[config.mk]
export PLATFORM = sky130hd
export DESIGN_NAME = sample_margin_tuner
export DESIGN_NICKNAME = d
export VERILOG_FILES = /design/src/rtl/smt_pkg.sv /design/src/rtl/smt_detect.sv /design/src/rtl/smt_settle.sv /design/src/rtl/smt_delay_ctrl.sv /design/src/rtl/sample_margin_tuner.sv
export SDC_FILE = /design/constraint.sdc
export NUM_CORES = 1
export LEC_CHECK = 0
export ABC_CLOCK_PERIOD_IN_PS = 1890
export BUFFER_PORTS_ARGS = -buffer_cell sky130_fd_sc_hd__buf_2
export CORE_UTILIZATION = 40
export DETAILED_ROUTE_END_ITERATION = 10
export PLACE_DENSITY = 0.74
export SLEW_MARGIN = 20
export SYNTH_ARGS = -nofsm -noshare
export SYNTH_HDL_FRONTEND = slang
export SYNTH_SLANG_ARGS = --single-unit
[constraint.sdc]
create_clock -name clk -period 1.89 [get_ports clk]
set_clock_uncertainty 0.2 [all_clocks]
set_input_delay 0.189 -clock clk [delete_from_list [all_inputs] [get_ports clk]]
set_output_delay 0.189 -clock clk [all_outputs]
set_load 0.03 [all_outputs]
[src/rtl/smt_pkg.sv]
package smt_pkg;

    // Default widths and timing shared by the block and its bench
    localparam int unsigned DEF_DATA_W     = 16;
    localparam int unsigned DEF_MARGIN_W   = 4;
    localparam int unsigned DEF_DELAY_W    = 5;
    localparam int unsigned DEF_SETTLE     = 16;
    localparam int unsigned DEF_DELAY_INIT = 16;

    // Kind of margin violation
    typedef enum logic {
        KIND_HOLD  = 1'b0,
        KIND_SETUP = 1'b1
    } err_kind_e;

    // Registered result of one sample comparison
    typedef struct packed {
        logic      err;
        err_kind_e kind;
    } det_t;

    // Direction requested of the delay controller
    typedef enum logic [1:0] {
        STEP_NONE = 2'b00,
        STEP_UP   = 2'b01,
        STEP_DOWN = 2'b10
    } step_e;

    function automatic step_e step_for(input det_t d);
        if (!d.err)                 return STEP_NONE;
        else if (d.kind == KIND_SETUP) return STEP_UP;
        else                        return STEP_DOWN;
    endfunction

endpackage

[src/rtl/smt_detect.sv]
module smt_detect
    import smt_pkg::*;
#(
    parameter int unsigned DATA_W = DEF_DATA_W
) (
    input  logic              clk,
    input  logic              rst,
    input  logic              valid,
    input  logic [DATA_W-1:0] early,
    input  logic [DATA_W-1:0] nom,
    input  logic [DATA_W-1:0] late,
    output det_t              det
);

    logic early_miss;
    logic late_miss;
    det_t det_d;

    assign early_miss = (early != nom);
    assign late_miss  = (late  != nom);

    // Early mismatch classifies as setup and wins over a late mismatch
    always_comb begin
        det_d.err  = valid && (early_miss || late_miss);
        det_d.kind = early_miss ? KIND_SETUP : KIND_HOLD;
    end

    always_ff @(posedge clk) begin
        if (rst) begin
            det <= '{err: 1'b0, kind: KIND_HOLD};
        end else begin
            det <= det_d;
        end
    end

endmodule

[src/rtl/smt_settle.sv]
module smt_settle #(
    parameter int unsigned SETTLE = 16
) (
    input  logic clk,
    input  logic rst,
    input  logic restart,
    output logic ready
);

    localparam int unsigned CW = $clog2(SETTLE + 1);
    localparam logic [CW-1:0] LIMIT = CW'(SETTLE);

    logic [CW-1:0] cnt;

    always_ff @(posedge clk) begin
        if (rst) begin
            cnt <= '0;
        end else if (restart) begin
            cnt <= '0;
        end else if (cnt != LIMIT) begin
            cnt <= cnt + 1'b1;
        end
    end

    assign ready = (cnt == LIMIT);

endmodule

[src/rtl/smt_delay_ctrl.sv]
module smt_delay_ctrl
    import smt_pkg::*;
#(
    parameter int unsigned DELAY_W    = DEF_DELAY_W,
    parameter int unsigned DELAY_INIT = DEF_DELAY_INIT
) (
    input  logic               clk,
    input  logic               rst,
    input  logic               auto_en,
    input  logic [DELAY_W-1:0] manual_code,
    input  det_t               det,
    input  logic               ready,
    output logic               step_fire,
    output logic [DELAY_W-1:0] code
);

    localparam logic [DELAY_W-1:0] CODE_MAX  = '1;
    localparam logic [DELAY_W-1:0] CODE_MIN  = '0;
    localparam logic [DELAY_W-1:0] CODE_INIT = DELAY_W'(DELAY_INIT);

    step_e              req;
    logic [DELAY_W-1:0] next_auto;

    assign req       = step_for(det);
    assign step_fire = auto_en && ready && (req != STEP_NONE);

    // Saturating one-step move
    always_comb begin
        next_auto = code;
        unique case (req)
            STEP_UP:   if (code != CODE_MAX) next_auto = code + 1'b1;
            STEP_DOWN: if (code != CODE_MIN) next_auto = code - 1'b1;
            default:   next_auto = code;
        endcase
    end

    always_ff @(posedge clk) begin
        if (rst) begin
            code <= CODE_INIT;
        end else if (!auto_en) begin
            code <= manual_code;
        end else if (step_fire) begin
            code <= next_auto;
        end
    end

endmodule

[src/rtl/sample_margin_tuner.sv]
module sample_margin_tuner
    import smt_pkg::*;
#(
    parameter int unsigned DATA_W     = DEF_DATA_W,
    parameter int unsigned MARGIN_W   = DEF_MARGIN_W,
    parameter int unsigned DELAY_W    = DEF_DELAY_W,
    parameter int unsigned SETTLE     = DEF_SETTLE,
    parameter int unsigned DELAY_INIT = DEF_DELAY_INIT
) (
    input  logic                clk,
    input  logic                rst,
    input  logic                cap_valid,
    input  logic [DATA_W-1:0]   cap_early,
    input  logic [DATA_W-1:0]   cap_nom,
    input  logic [DATA_W-1:0]   cap_late,
    input  logic [MARGIN_W-1:0] margin_cfg,
    input  logic [DELAY_W-1:0]  delay_cfg,
    input  logic                auto_en,
    input  logic                irq_clr,
    output logic [MARGIN_W-1:0] margin_out,
    output logic [DELAY_W-1:0]  delay_code,
    output logic                err_flag,
    output logic                err_type,
    output logic                irq
);

    logic [MARGIN_W-1:0] margin_q;
    logic [DELAY_W-1:0]  dcfg_q;
    logic                auto_q;
    logic                cfg_touch;
    det_t                det;
    logic                ready;
    logic                step_fire;
    logic                irq_q;
    err_kind_e           kind_q;

    // Registered host settings and change detection
    always_ff @(posedge clk) begin
        if (rst) begin
            margin_q <= '0;
            dcfg_q   <= DELAY_W'(DELAY_INIT);
            auto_q   <= 1'b0;
        end else begin
            margin_q <= margin_cfg;
            dcfg_q   <= delay_cfg;
            auto_q   <= auto_en;
        end
    end

    assign cfg_touch = (margin_cfg != margin_q) ||
                       (delay_cfg  != dcfg_q)   ||
                       (auto_en    != auto_q);

    smt_detect #(
        .DATA_W (DATA_W)
    ) u_detect (
        .clk   (clk),
        .rst   (rst),
        .valid (cap_valid),
        .early (cap_early),
        .nom   (cap_nom),
        .late  (cap_late),
        .det   (det)
    );

    smt_settle #(
        .SETTLE (SETTLE)
    ) u_settle (
        .clk     (clk),
        .rst     (rst),
        .restart (cfg_touch || step_fire),
        .ready   (ready)
    );

    smt_delay_ctrl #(
        .DELAY_W    (DELAY_W),
        .DELAY_INIT (DELAY_INIT)
    ) u_delay (
        .clk         (clk),
        .rst         (rst),
        .auto_en     (auto_en),
        .manual_code (delay_cfg),
        .det         (det),
        .ready       (ready),
        .step_fire   (step_fire),
        .code        (delay_code)
    );

    // Sticky interrupt and last error kind
    always_ff @(posedge clk) begin
        if (rst) begin
            irq_q  <= 1'b0;
            kind_q <= KIND_HOLD;
        end else begin
            irq_q <= (irq_q && !irq_clr) || det.err;
            if (det.err) begin
                kind_q <= det.kind;
            end
        end
    end

    assign margin_out = margin_q;
    assign err_flag   = det.err;
    assign err_type   = kind_q;
    assign irq        = irq_q;

endmodule

==> key figures, run 1 <==
STA
  • Slew Limit Headroom: 0.760
  • Period minus WS final: 1950 ps
  • Slew Limit Fails: 0
  • RSZ-0062 raised after global routing: yes
  • Worst hold slack: 18.9 ps
  • Setup Total Neg Slack: -105 ps
  • Crit share post-route: 1.03
  • Final Hold Viols: 0
  • Final Setup Violations: 2
  • FMAX: 513 MHz
  • Worst-margin pin slew: 357 ps
  • Worst setup margin: -57.7 ps

Route
  • DRC Markers: 0
  • Final wirelength: 3350 microns
  • Drt first pass iters: 6
  • Vias: 1451
  • Vias per cell: 4.94
  • DRT iter0 DRCs: 62
  • Final ANT Viol Nets: 0
  • Avg WL per Cell: 11.4 microns

Synthesis
  • Synthesized instance count: 158
  • Most frequent cells after synthesis: xnor2_1, dfxtp_1, nand4_1, nor2_1, nor2b_1
  • Count leader, synth: xnor2_1
  • Register area share after synthesis: 0.323
  • Largest family of logic cells by synthesized area: XOR/XNOR gates
  • Post-synthesis compound-gate area fraction: 0.0909
  • Cell variety after synth: 42
  • Multiplexer area fraction after synthesis: 0.0202
  • Ys flop type: dfxtp_1
  • Simple-gate portion of the synthesized area: 0.227
  • Synth Register Bits: 24
  • Post-synth ARST share: 0
  • Synth Cell Area: 1490 sq um
  • Post-synthesis adder-cell area fraction: 0.0253
  • EDFF count, synth: 0
  • Post-synth top area share: 0.323
  • Post-synthesis xor/xnor area fraction: 0.277
  • Post-Syn Nets: 223
  • Synth area leader: dfxtp_1
  • Ys Warns: 0
  • Mean Syn Cell Area: 9.41 sq um
  • Top cells by area, synth: dfxtp_1, xnor2_1, nand4_1

Global route
  • Met3 usage: 0.0328
  • Largest net degree at the start of global routing: 21
  • First-pass GRT wire length: 5710 microns
  • Global route total overflow: 0
  • GRT Resource Usage Total: 0.180
  • Met1 Use GR: 0.211
  • GR Util met2: 0.313
  • Vias in the first global route: 1413
  • GR peak layer: met2
  • Initial antenna violation count: 0

Place
  • HPWL Detailed: 2740 microns
  • Gpl congestion: 0.871
  • Port Buf Inserts: 73

CTS
  • Setup Fix Bufs, Post-CTS: 0
  • Root buffer cell: clkbuf_8
  • Longest Clk Path Bufs: 2
  • CTS tree: yes
  • Skew-Pair Late Insertion Delay: 260 ps
  • CTS buffer count: 3
  • Clk sinks: 24
  • H-tree levels: 1
  • Clock transition at the registers of the reported paths: 90 ps

Power
  • Pwr Density: 607 nW/um^2
  • Flop pwr share: 0.416
  • Power, Total: 1.31 mW
  • Clk pwr share: 0.337
  • Pint: 0.981 mW
  • Worst vdd ir: 0.295 mV
  • Logic pwr share: 0.247
  • Sw frac: 0.248
  • Leakage: 0.899 nW
  • Net load switching power: 0.324 mW

Layout
  • Final nets: 314
  • Fill count: 293
  • Share of cells above drive strength 1: 0.423
  • Final Util: 0.625
  • Area growth syn-to-layout: 44.8%
  • ANT cells: 0

Status
  • Failing checks: negative setup slack
  • Status: complete, but fails checks

Setup path
  • Critical Path RT: 1850 ps
  • Worst R2R Start: u_delay.code[0]$_SDFFE_PP0P_
  • Setup crit end kind: flop
  • Worst setup endpoint: u_delay.code[4]$_SDFFE_PP1P_
  • Worst setup path startpoint: u_delay.code[0]$_SDFFE_PP0P_
  • Cells along the critical path: or4_4, nor3_4, nor3_4, a21o_1, a211o_1
  • Startpoint Class: flop
  • Kind of critical path: reg2reg
  • R2R Setup Slk: -60 ps
  • Worst-case reg-to-reg path depth: 5
  • Cell mode on critical path: nor3_4
  • Slowest stage delay, CP: 540 ps
  • R2R Path End: u_delay.code[4]$_SDFFE_PP1P_
  • Slowest CP cell: or4_4
  • Crit Path Max Fanout: 6
  • Data arrival, critical path: 1910 ps

Job
  • Max_cap viols: 0

Hold path
  • HP Class: in2reg

Floorplan
  • Io pins: 74
  • Die W: 63.0 microns
  • Initial Util: 0.432
  • Site row count: 21
  • Die Height: 63.0 microns
  • Core ar.: 3440 sq um
  • Die Area: 3960 sq um
-- cell usage in the layout (no fill, tap or decap), drive strengths merged, types with 2 or more instances in the layout --
cell type,n
ha,3
nor4,4
nand4,11
nand3,2
o21ai,2
nor2,11
nor3,5
clkbuf,3
buf,81
inv,4
nand2b,3
nand2,2
dlygate4sd3,10
dfxtp,24
nor2b,8
mux2i,3
xor2,3
xnor2,44
a21oi,7
-- per-stage QoR --
stage                     setup slack (ps)  cells  area [sq um]
after global routing                  -104    294          2150
after detailed placement             -29.8    280          1960
after CTS                            -47.7    294          2130
after floorplan                      -32.3    158          1520
after global placement                9.15    280          1960
final                                -57.7    294          2150
-- worst min-delay path by stage --
stage | from | end | slack [ps] | depth (start not counted)
after detailed placement | margin_cfg[3] | margin_out[3]$_SDFF_PP0_ | 230 | 2
after CTS | irq_clr | irq$_SDFF_PP0_ | 20 | 4
after global routing | irq_clr | irq$_SDFF_PP0_ | 50 | 4
final | irq_clr | irq$_SDFF_PP0_ | 20 | 4
after global placement | delay_cfg[4] | dcfg_q[4]$_SDFF_PP1_ | 220 | 2
after floorplan | rst | dcfg_q[4]$_SDFF_PP1_ | 100 | 1
-- logic make-up after synthesis --
kind of cell	count (synthesis)
adder cells (fa/ha/maj)	3
multiplexers	3
AND/OR/NAND/NOR	54
XOR/XNOR	47
buffers and inverters	9
flip-flops	24
AO/OA/AOI/OAI	18
-- state kept, by name, indices dropped and copies added, names as in the netlist --
name          count
auto_q            1
dcfg_q            5
err_type          1
irq               1
margin_out        4
u_delay.code      5
u_detect.det      2
u_settle.cnt      5
-- worst max-delay path, delay by kind of cell, from the launching register on --
| family | cells | cell delay [ps] |
|---|---|---|
| AO/OA/AOI/OAI | 2 | 480 |
| flip-flops | 1 | 350 |
| AND/OR/NAND/NOR | 3 | 810 |
-- power groups by stage --
stage	Combinational, mW	Sequential [mW]	Clock [mW]
after floorplan	0.144	0.587	0
after global placement	0.302	0.553	0
after detailed placement	0.304	0.555	0
after CTS	0.321	0.543	0.453
after global routing	0.352	0.546	0.474
final	0.323	0.543	0.440
-- layout make-up --
class | count | area (sq um) | area share
clock buffers | 3 | 41.3 | 0.0192
repair buffers | 91 | 526 | 0.244
flip-flops and latches | 24 | 492 | 0.228
clock inverters | 1 | 30.0 | 0.0140
inverters | 4 | 15.0 | 0.00698
multi-input cells | 125 | 991 | 0.460
well taps | 46 | 57.6 | 0.0267
-- metal layers --
metal	part of all wire	wire, microns
met5	0	0
met4	0.021	71
met3	0.070	234
met2	0.48	1620
met1	0.42	1420
-- timing repair --
item | 4_1_cts | 5_1_grt
hold buffers | 10 | 0
endpoints found under the hold margin | 10 | 0
endpoints found under the setup margin | 2 | 9
pin swaps | 0 | 2
resized for setup | 0 | 5
No activity file was read; power rests on OpenSTA's default activity.
==> inputs of run 2 (changes only) <==
Settings changed: CORE_ASPECT_RATIO set to 1.2, SLEW_MARGIN 20 to not set.
==> key figures, run 2 (synthesis gave the netlist of run 1 again) <==
Layout
  • Commonest non-fill, non-tap cell in the layout: buf_2
  • Fill count: 312 (+6.5%)
  • Fin cells: 285 (-3.1%)
  • Finished layout cell area: 2120 sq um (-1.5%)
  • Top Registers: dcfg_q: 5 flops, u_delay.code: 5 flops, u_settle.cnt: 5 flops
  • ANT cells: 0 (unchanged)
  • Final Util: 0.614 (-0.0115)
  • Storage cell area: 492 sq um (unchanged)
  • Most frequent cells in the layout: buf_2, xnor2_1, dfxtp_1
  • Area growth syn-to-layout: 42.6%
  • Area of the multi-input gates: 977 sq um (-1.4%)
  • Final nets: 314 (unchanged)
  • Share of cells above drive strength 1: 0.423 (unchanged)

STA
  • RSZ-0062 raised after global routing: yes
  • Worst-margin pin slew: 337 ps (-20.0 ps)
  • Slew Limit Fails: 0 (unchanged)
  • Worst hold slack: 10.2 ps (-8.63 ps)
  • Period minus WS final: 1920 ps (-31.2 ps)
  • Final Setup Violations: 2 (unchanged)
  • Crit share post-route: 1.01 (-0.0165)
  • FMAX: 522 MHz (+1.6%)
  • Final Hold Viols: 0 (unchanged)
  • Worst setup margin: -26.5 ps (+31.2 ps)
  • Slew Limit Headroom: 0.773 (+0.0135)

Place
  • Dpl cell area: 1950 sq um (-0.19%)
  • Placed Cells: 272 (-2.9%)
  • HPWL Detailed: 2890 microns (+5.6%)
  • Port Buf Inserts: 73 (unchanged)
  • Gpl congestion: 0.772 (-11%)

Setup path
  • Data arrival, critical path: 1880 ps (-30 ps)
  • Worst setup path startpoint: u_delay.code[0]$_SDFFE_PP0P_
  • Worst R2R Start: u_delay.code[0]$_SDFFE_PP0P_
  • Setup crit end kind: flop
  • Startpoint Class: flop
  • Kind of critical path: reg2reg
  • Crit Path Max Fanout: 2 (-4)
  • Critical Path RT: 1850 ps (about the same)

Power
  • Pwr Density: 594 nW/um^2 (-2.1%)
  • Leakage: 0.894 nW (-0.60%)
  • Worst vdd ir: 0.339 mV (+15%)

Route
  • Vias: 1441 (-0.69%)
  • Vias per cell: 5.06 (+2.4%)
  • Final wirelength: 3600 microns (+7.7%)
  • DRC Markers: 0 (unchanged)
  • Avg WL per Cell: 12.6 microns (+11%)
  • Final ANT Viol Nets: 0 (unchanged)
  • Drt first pass iters: 6 (unchanged)
  • DRT iter0 DRCs: 37 (-40%)

Floorplan
  • Initial Util: 0.430 (-0.00141)
  • Core ar.: 3450 sq um (+0.33%)
  • Site row count: 23 (+9.5%)
  • Die W: 57.7 microns (-8.4%)
  • Io pins: 74 (unchanged)
  • Die Height: 68.8 microns (+9.2%)
  • Die Area: 3970 sq um (about the same)

Hold path
  • HP Class: in2reg
  • Hold_sp: irq_clr

Global route
  • GR peak layer: met2
  • GR Util met2: 0.372 (+0.0589)
  • Vias in the first global route: 1424 (+0.78%)
  • First-pass GRT wire length: 5800 microns (+1.5%)
  • Initial antenna violation count: 0 (unchanged)
  • Met3 usage: 0.0261 (-0.00673)
  • Met1 Use GR: 0.208 (-0.00264)
  • Global route total overflow: 0 (unchanged)
  • GRT Resource Usage Total: 0.192 (+0.0127)
  • Largest net degree at the start of global routing: 21 (unchanged)

CTS
  • Skew-Pair Late Insertion Delay: 270 ps (about the same)
  • Clock transition at the registers of the reported paths: 80 ps (about the same)
  • Root buffer cell: clkbuf_8
  • CTS tree: yes
  • Longest Clk Path Bufs: 2 (unchanged)
  • CTS buffer count: 3 (unchanged)
  • Clk sinks: 24 (unchanged)
  • H-tree levels: 1 (unchanged)
  • Setup Fix Bufs, Post-CTS: 0 (unchanged)

Status
  • Failing checks: negative setup slack
  • Status: complete, but fails checks

Job
  • Max_cap viols: 0 (unchanged)
==> run 2: changes by cell type in the layout (fill, tap and decap cells not counted) <==
cell / before / now
inv_2: 1 / 2
buf_4: 8 / 9
nor4_1: 3 / 4
dlygate4sd3_1: 10 / 9
clkbuf_16: 0 / 1
bufinv_16: 1 / 0
xnor2_2: 2 / 1
nor4_2: 1 / 0
inv_1: 3 / 2
xnor2_1: 42 / 43
==> run 2: through the flow <==
step	setup slack, ps	setup TNS, ps	power (mW)
floorplan	-32.3	-38.7	0.731
global placement	25.6	0	0.853
detailed placement	3.59	0	0.860
CTS	-9.39	-9.83	1.27
global route	-79.1	-209	1.32
finish	-26.5	-32.7	1.26
==> run 2: cell type report <==
type                    instances  area share
multi-input cells             125       0.461
clock buffers                   4      0.0313
repair buffers                 91       0.247
well taps                      37      0.0218
inverters                       4     0.00708
flip-flops and latches         24       0.232
==> run 2: per-layer routing <==
metal | vias to the layer above | share of wire
li1 | 728 | -
met4 | 0 | 0.012
met5 | - | 0
met1 | 661 | 0.40
met2 | 46 | 0.54
met3 | 6 | 0.044
==> run 2: worst max-delay path: stages (launching register included) <==
cell	delay, ps
dfxtp_4	350
or4_4	540
nor3_4	190
a211oi_1	90
o211a_1	210
a221o_1	250
==> run 2: worst paths after layout <==
kind | to | slack [ps] | depth (start not counted)
worst min register to register | irq$_SDFF_PP0_ | 300 | 2
worst max-delay path | u_delay.code[2]$_SDFFE_PP0P_ | -30 | 5
worst min-delay path | irq$_SDFF_PP0_ | 10 | 4
worst max register to register | u_delay.code[2]$_SDFFE_PP0P_ | -30 | 5
==> run 2: report_power, final <==
group	total (mW)	switching (mW)	internal, mW	leakage, nW
sequential	0.543	0.0157	0.528	0.200
combinational	0.318	0.149	0.168	0.660
clock	0.399	0.168	0.230	0.0339
total	1.26	0.333	0.926	0.894
==> run 2: timing repair <==
item / CTS / global route
hold buffers: 9 / 0
gates resized for setup: 0 / 4
endpoints found under the setup margin: 2 / 10
endpoints found under the hold margin: 9 / 0
